### config.mk
export PLATFORM = sky130hd
export DESIGN_NAME = cfg3w_port
export DESIGN_NICKNAME = d
export VERILOG_FILES = /design/src/rtl/cfg3w_pkg.sv /design/src/rtl/cfg3w_sync.sv /design/src/rtl/cfg3w_frame_rx.sv /design/src/rtl/cfg3w_bank.sv /design/src/rtl/cfg3w_port.sv
export SDC_FILE = /design/constraint.sdc
export NUM_CORES = 1
export LEC_CHECK = 0
export BUFFER_PORTS_ARGS = -buffer_cell sky130_fd_sc_hd__buf_4
export CAP_MARGIN = 20
export CORE_UTILIZATION = 45
export CTS_CLUSTER_SIZE = 40
export DETAILED_ROUTE_END_ITERATION = 12
export PLACE_DENSITY = 0.74
export SYNTH_ARGS = -nofsm -noshare
export SYNTH_HDL_FRONTEND = slang
export SYNTH_SLANG_ARGS = --single-unit
### constraint.sdc
create_clock -name clk -period 4.7 [get_ports clk]
set_input_delay 0.235 -clock clk [delete_from_list [all_inputs] [get_ports clk]]
set_output_delay 0.235 -clock clk [all_outputs]
set_load 0.02 [all_outputs]
### src/rtl/cfg3w_pkg.sv
package cfg3w_pkg;

  // Reset value of one configuration register (the lock register resets to 0)
  function automatic logic [7:0] def_val(input int idx, input int lock_idx);
    if (idx == lock_idx) return 8'd0;
    return 8'((idx * 7 + 3) % 64);
  endfunction

endpackage

### src/rtl/cfg3w_sync.sv
module cfg3w_sync #(
  parameter int W  = 5,
  parameter int EW = 4
) (
  input  logic          clk,
  input  logic          rst,
  input  logic [W-1:0]  raw,
  output logic [W-1:0]  lvl,
  output logic [EW-1:0] prv
);
  logic [W-1:0]  s1, s2;
  logic [EW-1:0] s3;

  always_ff @(posedge clk) begin
    if (rst) begin
      s1 <= '0;
      s2 <= '0;
      s3 <= '0;
    end else begin
      s1 <= raw;
      s2 <= s1;
      s3 <= s2[EW-1:0];
    end
  end

  assign lvl = s2;
  assign prv = s3;
endmodule

### src/rtl/cfg3w_frame_rx.sv
module cfg3w_frame_rx #(
  parameter int AW    = 8,
  parameter int DW    = 6,
  parameter int EXTRA = 2
) (
  input  logic          clk,
  input  logic          rst,
  input  logic          bit_strobe,
  input  logic          bit_val,
  input  logic          load_lvl,
  input  logic          load_rise,
  output logic          wr_en,
  output logic [AW-1:0] wr_addr,
  output logic [DW-1:0] wr_data
);
  localparam int NB   = AW + DW;
  localparam int MAXB = NB + EXTRA;
  localparam int CW   = $clog2(MAXB + 2);

  logic [CW-1:0] cnt;
  logic [NB-1:0] sh;

  always_ff @(posedge clk) begin
    if (rst) begin
      cnt <= '0;
      sh  <= '0;
    end else if (load_lvl) begin
      cnt <= '0;
    end else if (bit_strobe) begin
      if (cnt < CW'(NB)) sh <= {bit_val, sh[NB-1:1]};
      if (cnt <= CW'(MAXB)) cnt <= cnt + 1'b1;
    end
  end

  assign wr_en   = load_rise && (cnt >= CW'(NB)) && (cnt <= CW'(MAXB));
  assign wr_addr = sh[AW-1:0];
  assign wr_data = sh[NB-1:AW];
endmodule

### src/rtl/cfg3w_bank.sv
module cfg3w_bank
  import cfg3w_pkg::*;
#(
  parameter int                N     = 32,
  parameter int                AW    = 8,
  parameter int                DW    = 6,
  parameter int                LOCK  = 25,
  parameter logic [N-1:0]      VS    = '0,
  parameter logic [N-1:0]      WLO   = '0
) (
  input  logic            clk,
  input  logic            rst,
  input  logic            wr_en,
  input  logic [AW-1:0]   wr_addr,
  input  logic [DW-1:0]   wr_data,
  input  logic            load_evt,
  input  logic            frame_evt,
  output logic [N*DW-1:0] cfg_q,
  output logic [N-1:0]    pend_q
);
  logic lock_on;
  assign lock_on = cfg_q[LOCK*DW];

  for (genvar i = 0; i < N; i++) begin : g_reg
    localparam bit IS_LO   = WLO[i] && (i < N-1);
    localparam bit IS_LOCK = (i == LOCK);
    localparam bit MODE_V  = IS_LOCK ? 1'b0 : (IS_LO ? VS[(i < N-1) ? i+1 : i] : VS[i]);
    localparam logic [DW-1:0] RV = DW'(def_val(i, LOCK));

    logic [DW-1:0] shd_r, act_r, shd_nx;
    logic          pnd_r, pnd_nx, hit, hit_up, set_p, evt, commit;

    assign hit    = wr_en && (wr_addr == AW'(i));
    assign hit_up = IS_LO ? (wr_en && (wr_addr == AW'(i+1))) : 1'b0;
    assign set_p  = IS_LO ? hit_up : hit;
    assign shd_nx = hit ? wr_data : shd_r;
    assign pnd_nx = pnd_r | set_p;
    assign evt    = MODE_V ? frame_evt : load_evt;
    assign commit = pnd_nx && evt && (!lock_on || IS_LOCK);

    always_ff @(posedge clk) begin
      if (rst) begin
        shd_r <= RV;
        act_r <= RV;
        pnd_r <= 1'b0;
      end else begin
        shd_r <= shd_nx;
        pnd_r <= pnd_nx && !commit;
        if (commit) act_r <= shd_nx;
      end
    end

    assign cfg_q[i*DW +: DW] = act_r;
    assign pend_q[i]         = pnd_r;
  end
endmodule

### src/rtl/cfg3w_port.sv
module cfg3w_port #(
  parameter int                      NUM_REGS     = 32,
  parameter int                      AW           = 8,
  parameter int                      DW           = 6,
  parameter int                      EXTRA_BITS   = 2,
  parameter int                      LOCK_ADDR    = 25,
  parameter logic [NUM_REGS-1:0]     VSYNC_MASK   = 32'h0000_FF10,
  parameter logic [NUM_REGS-1:0]     WIDE_LO_MASK = 32'h0000_0410
) (
  input  logic                     clk,
  input  logic                     rst,
  input  logic                     ser_clk,
  input  logic                     ser_dat,
  input  logic                     ser_load,
  input  logic                     vsync_in,
  input  logic                     hsync_in,
  output logic [NUM_REGS*DW-1:0]   cfg_q
);
  localparam int NSIG = 5;
  localparam int NEDG = 4;

  logic [NSIG-1:0] lvl;
  logic [NEDG-1:0] prv;
  logic sck_rise, load_rise, vd_fall, hd_fall, armed, frame_evt;
  logic wr_en;
  logic [AW-1:0] wr_addr;
  logic [DW-1:0] wr_data;
  logic [NUM_REGS-1:0] pend_vec;

  cfg3w_sync #(.W(NSIG), .EW(NEDG)) u_sync (
    .clk(clk), .rst(rst),
    .raw({ser_dat, hsync_in, vsync_in, ser_load, ser_clk}),
    .lvl(lvl), .prv(prv)
  );

  assign sck_rise  =  lvl[0] & ~prv[0];
  assign load_rise =  lvl[1] & ~prv[1];
  assign vd_fall   = ~lvl[2] &  prv[2];
  assign hd_fall   = ~lvl[3] &  prv[3];

  always_ff @(posedge clk) begin
    if (rst) armed <= 1'b0;
    else     armed <= vd_fall | (armed & ~hd_fall);
  end
  assign frame_evt = hd_fall & armed;

  cfg3w_frame_rx #(.AW(AW), .DW(DW), .EXTRA(EXTRA_BITS)) u_rx (
    .clk(clk), .rst(rst),
    .bit_strobe(sck_rise), .bit_val(lvl[4]),
    .load_lvl(lvl[1]), .load_rise(load_rise),
    .wr_en(wr_en), .wr_addr(wr_addr), .wr_data(wr_data)
  );

  cfg3w_bank #(
    .N(NUM_REGS), .AW(AW), .DW(DW), .LOCK(LOCK_ADDR),
    .VS(VSYNC_MASK), .WLO(WIDE_LO_MASK)
  ) u_bank (
    .clk(clk), .rst(rst),
    .wr_en(wr_en), .wr_addr(wr_addr), .wr_data(wr_data),
    .load_evt(load_rise), .frame_evt(frame_evt),
    .cfg_q(cfg_q), .pend_q(pend_vec)
  );
endmodule

* After elaboration in Yosys (flattened, before gate mapping)
Cells that the tools add are included.
W data, S select, Z words.
** Cells by class
- $add $sub $neg :: 1
- $lt $le $gt $ge :: 3
- Eq/ne operators :: 31
- Multiplexer cells :: 32
- Bitwise gates (word level) :: 45
- Reductions and logical operators :: 166
** Operators with widths (count)
- $mux W6 :: 32
- $logic_and A1 B1 Y1 :: 129
- $eq A8 B5 Y1 const B :: 16
- $eq A8 B4 Y1 const B :: 8
- $logic_not A1 Y1 :: 33
- $or A1 B1 Y1 :: 33
- $eq A8 B3 Y1 const B :: 4
- $eq A8 B2 Y1 const B :: 2
- $eq A8 B1 Y1 const B :: 1
- $logic_not A8 Y1 :: 1
- $and A1 B1 Y1 :: 6
- $not A1 Y1 :: 6
- $add A5 B1 Y5 const B :: 1
- $ge A5 B4 Y1 const B :: 1
- $le A5 B5 Y1 const B :: 1
- $lt A5 B4 Y1 const B :: 1
- $reduce_and A3 Y1 :: 1
- $reduce_and A2 Y1 :: 1
- $reduce_or A2 Y1 :: 1
** Storage, ports and cells
- Bits in registers :: 450
- Input bits :: 7
- Output and inout bits :: 192
- Logic and storage cells :: 380

* Logic depth before layout (Yosys ltp)
- Word-level depth :: 10
- Gate-level depth with buffers :: 10
- Mapped depth without buffers :: 7

* Modules after synthesis
From an unflattened synthesis, not the netlist that was laid out.
** Second synthesis, totals
- Cell total of the unflattened synthesis :: 1696
- Area, all modules :: 16937.5 um2
** By module, submodules not included
- cfg3w_bank :: times used 1, cells each 1576, area each 15577.4 um2, seq. area each 8328.0 um2
- cfg3w_frame_rx :: times used 1, cells each 83, area each 873.3 um2, seq. area each 380.4 um2
- cfg3w_sync :: times used 1, cells each 29, area each 407.9 um2, seq. area each 280.3 um2
- cfg3w_port :: times used 1, cells each 8, area each 78.8 um2, seq. area each 20.0 um2

* Worst setup path before layout
OpenSTA, ideal clock, no wires.
- Path type :: reg-to-reg
- Start :: reg u_rx.cnt[0]
- End :: reg u_bank.g_reg[14].act_r[3]
- Arrival time :: 2.260 ns
- Data required time :: 4.578 ns
- Slack :: 2.318 ns
- Stages on the path, launching flop included :: 7
- Path buffers :: 1
- Clock period less this slack :: 2.382 ns
- Cells stage by stage :: dfxtp_1 -> or4_4 -> mux2_4 -> buf_6 -> o41a_1 -> and2_4 -> a221o_1
** Between the ends
- Longest elaborated chain between the ends :: 7
- Elaborated cells between the ends (all ways) :: 9
** RTL lines
- start: declaration :: RTL line cfg3w_frame_rx.sv:20 : logic [CW-1:0] cnt;
- start signal: assignment :: RTL line cfg3w_frame_rx.sv:31 : if (cnt <= CW'(MAXB)) cnt <= cnt + 1'b1;
- $ge A5 B4 Y1 :: RTL line cfg3w_frame_rx.sv:35 : assign wr_en = load_rise && (cnt >= CW'(NB)) && (cnt <= CW'(MAXB));
- $logic_and A1 B1 Y1 :: RTL line cfg3w_frame_rx.sv:35
- $logic_and A1 B1 Y1 (*) :: RTL line cfg3w_frame_rx.sv:35
- $logic_and A1 B1 Y1 (*) :: RTL line cfg3w_bank.sv:33 : assign hit = wr_en && (wr_addr == AW'(i));
- $or A1 B1 Y1 :: RTL line cfg3w_bank.sv:37 : assign pnd_nx = pnd_r | set_p;
- $logic_and A1 B1 Y1 (2 in series) :: RTL line cfg3w_bank.sv:39 : assign commit = pnd_nx && evt && (!lock_on || IS_LOCK);
- end signal: assignment :: RTL line cfg3w_bank.sv:49 : if (commit) act_r <= shd_nx;
- end: declaration :: RTL line cfg3w_bank.sv:30 : logic [DW-1:0] shd_r, act_r, shd_nx;
Every way passes the cells marked *; elsewhere a longest branch is shown, timed or not.
A chain may end at the register's enable or synchronous reset.

* Worst setup path in the final report
- Start :: reg u_sync.s2[1], in the netlist u_sync.lvl[1]
- End :: reg u_bank.g_reg[8].act_r[1]
** Between the ends
- Longest elaborated chain between the ends :: 7
- Elaborated cells between the ends (all ways) :: 8
** RTL lines
- start: declaration :: RTL line cfg3w_sync.sv:11 : logic [W-1:0] s1, s2;
- start signal: assignment :: RTL line cfg3w_sync.sv:17 : s2 <= '0;
- start signal: assignment :: RTL line cfg3w_sync.sv:21 : s2 <= s1;
- $and A1 B1 Y1 (*) :: RTL line cfg3w_port.sv:37 : assign load_rise = lvl[1] & ~prv[1];
- $logic_and A1 B1 Y1 (*) (2 in series) :: RTL line cfg3w_frame_rx.sv:35
- $logic_and A1 B1 Y1 (*) :: RTL line cfg3w_bank.sv:33
- $or A1 B1 Y1 :: RTL line cfg3w_bank.sv:37
- $logic_and A1 B1 Y1 (2 in series) :: RTL line cfg3w_bank.sv:39
- end signal: assignment :: RTL line cfg3w_bank.sv:49
- end: declaration :: RTL line cfg3w_bank.sv:30
Marked as above.

==> out/qor.yml <==
cp_data_required_time_ns: 5.16
slew-limit-headroom_pct: 27.2
synth_ff_type: "dfxtp_1"
fin_tns_setup_ns: 0
cp.arrival_ns: 3.73
regArea_mm2: 0.00901
grt_util_all_layers_pct: 26.2
syn_to_final_growth_pct: 16.9
final_layout_size_suffix_gt1_share_pct: 15.8
min_from: "rst"
critPathCaptureType: "register"
drt_iter0_drc: 1903
antenna_found_initial: 0
nets: 2238
port_buffers: 198
r2r-end: "u_bank.g_reg[8].act_r[1]"
die_area_mm2: 0.0423
path_clk_slew_ns: 0.06
multiInputGateArea_mm2: 0.00881
synth_area_leaders: "dfxtp_1, nand2_1, mux2i_1"
cts.path.max_buffers: 3
reg2reg_depth: 5
fp.coreArea_mm2: 0.0408
combinationalPowerShare_pct: 2.6
htreeDepth: 2
synth_area_per_cell_um2: 8.71
p_switching_mw: 1.68
overflow: 0
synth_top_family_by_area: "simple AND/OR/NAND/NOR gates"
hold_class: "primary input to register"
fin_crit_sh_pct: 69.5
cts_made_buffers: 46
cts_tree: "yes"
grt_max_degree: 116
whs_path_depth: 2
clk_latency_ns: 0.58
die_y_um: 206
cap_violations: 0
intPower_mw: 5.94
ys_ff_latch: 450
switching_share_pct: 22.0
power_density_mw_per_mm2: 349
reg2reg_setup_slack_ns: 1.43
r2r-start: "u_sync.lvl[1]"
synth.distinct_cells: 68
ys_seq_area_share_pct: 48.3
cts_resized: 0
routed_wl_mm: 56.6
grt_pass1_vias: 15384
yosys_warnings: 0
period_needed_ns: 3.27
synth_top_area_share_pct: 48.3
hold_viol: 0
yosys.area_share.xor_xnor_pct: 0.141
max_clock_freq_ghz: 0.306
cts_sinks: 450
synthArstFlopShare_pct: 0
path_class: "register to register"
crit_path_max_fanout: 18
fp.dieW_um: 206
gp_congestion: 0.882
yosysTopAreaCell: "dfxtp_1"
ctsRootBufferMaster: "clkbuf_16"
avgViaCountPerCell: 6.00
critPathLaunchType: "register"
syn_inst: 2141
grt_pass1_wl_mm: 87.1
ios: 199
status: "finished, final reports clean"
post_drt_wl_per_cell_um: 20.3
antennaDiodeCount: 0
synth-simple-area-share_pct: 23.2
via_count: 16737
fp-row-count: 74
drc: 0
skew_ns: 0.0192
postRouteAntennaNets: 0
ir_drop_v: 0.000207
start_util_pct: 45.7
netlist_area_mm2: 0.0186
rsz0062_at_grt: "false"
synth.mux.area_fraction_pct: 6.20
worstMarginPinSlew_ns: 1.09
synth_adder_area_share_pct: 0.134
finalPower_mw: 7.61
synth_compound_area_share_pct: 17.4
drt_pass1_iterations: 5
syn_nets: 2150
p_seq_share_pct: 50.5
fill_cells: 3680
p_clk_share_pct: 46.8
setup_viol: 0
dpl.hpwl_mm: 35.5
synth_edf_count: 0
holdPathEnd: "u_bank.g_reg[31].shd_r[5]"
power.leakage_nw: 8.43
finalMaxSlewViolations: 0
-- stage by stage --
step | hold WS (ns) | cell area [µm²] | cells | utilization, % | setup WS [ns]
floorplan | 0.363 | 18600 | 2141 | - | 2.32
global placement | 0.425 | 20300 | 2705 | 49.6 | 1.66
detailed placement | 0.429 | 20300 | 2705 | 49.6 | 1.55
CTS | 0.00169 | 21800 | 2788 | 53.3 | 1.51
global route | 0.0281 | 21800 | 2791 | 53.4 | 1.25
finish | 0.0298 | 21800 | 2791 | 53.4 | 1.43
-- critical path: stages, from the launching register on --
cell,delay [ns]
dfxtp_1,0.67
nor4bb_1,0.84
nand2_1,0.31
nor3_2,0.85
o21ai_0,0.26
a21o_1,0.21
-- worst max-delay path by stage --
stage	cells after the start	slack (ns)	from	endpoint
6_report	5	1.43	u_sync.lvl[1]	u_bank.g_reg[8].act_r[1]
3_5_place_dp	5	1.55	u_rx.cnt[0]	u_bank.g_reg[26].act_r[0]
4_1_cts	5	1.51	u_sync.lvl[1]	u_bank.g_reg[22].shd_r[2]
3_3_place_gp	5	1.66	u_rx.cnt[0]	u_bank.g_reg[19].act_r[3]
5_1_grt	5	1.25	u_sync.lvl[1]	u_bank.g_reg[8].act_r[1]
2_1_floorplan	6	2.32	u_rx.cnt[0]	u_bank.g_reg[14].act_r[3]
-- power groups by stage --
stage	Sequential [mW]	Combinational (mW)	Clock [mW]
after CTS	3.85	0.198	3.61
final	3.85	0.200	3.57
after global routing	3.85	0.214	3.78
after detailed placement	3.93	0.194	0
after global placement	3.93	0.189	0
after floorplan	3.94	0.125	0
-- per-layer routing --
layer | up-vias | GRT usage (%) | share of wire (%)
li1 | 7797 | - | -
met3 | 109 | 4.59 | 8.9
met4 | 0 | 9.79 | 2.8
met5 | - | 0 | 0
met2 | 757 | 41.0 | 46
met1 | 8074 | 36.0 | 43
-- Yosys cell counts, drive strengths merged, types with 44 or more instances --
master  count
nor2      189
dfxtp     450
nor3       53
buf        49
mux2i     114
nand3      87
a22oi      44
a31oi      81
nand2     334
clkbuf    143
a21oi     145
nor2b      53
o21ai      49
-- placed cells by master, fill, tap and decap left out, drive strengths merged, types with 11 or more instances in the layout --
cell type	n
dfxtp	450
nand2	334
buf	225
nor2	189
a21oi	145
mux2i	114
nand3	87
a31oi	81
clkbuf	66
nor2b	53
nor3	53
o21ai	49
a22oi	44
nand4	43
o211ai	40
and3	27
o31ai	22
a221o	21
and2	21
nor4	21
inv	19
a221oi	15
a31o	11
a211oi	11
nand3b	11
-- sequential cells by signal, indices dropped and copies added (netlist names) --
register,flops
u_bank.g.act_r,192
u_bank.g.shd_r,192
u_bank.g.pnd_r,32
u_rx.sh,14
u_rx.cnt,5
u_sync.lvl,5
u_sync.s1,5
u_sync.prv,4
armed,1
-- kinds of logic after synthesis --
family | after synthesis
simple gates | 877
compound gates | 485
flops | 450
buf+inv | 209
mux | 115
xor+xnor | 3
fa+ha+maj | 2
-- layout make-up --
cell class / count / area share, %
multi-input combinational: 1482 / 40.4
inverter: 17 / 0.304
clock inverter: 14 / 0.609
timing repair buffer: 232 / 8.23
tap: 532 / 3.05
sequential: 450 / 41.3
clock buffer: 64 / 6.01
-- what timing repair did --
| action | in CTS | in global routing |
|---|---|---|
| hold buffers | 5 | 0 |
| hold endpoints to repair | 5 | 0 |
| setup buffers | 0 | 0 |
Power figures use the tool's default switching activity.
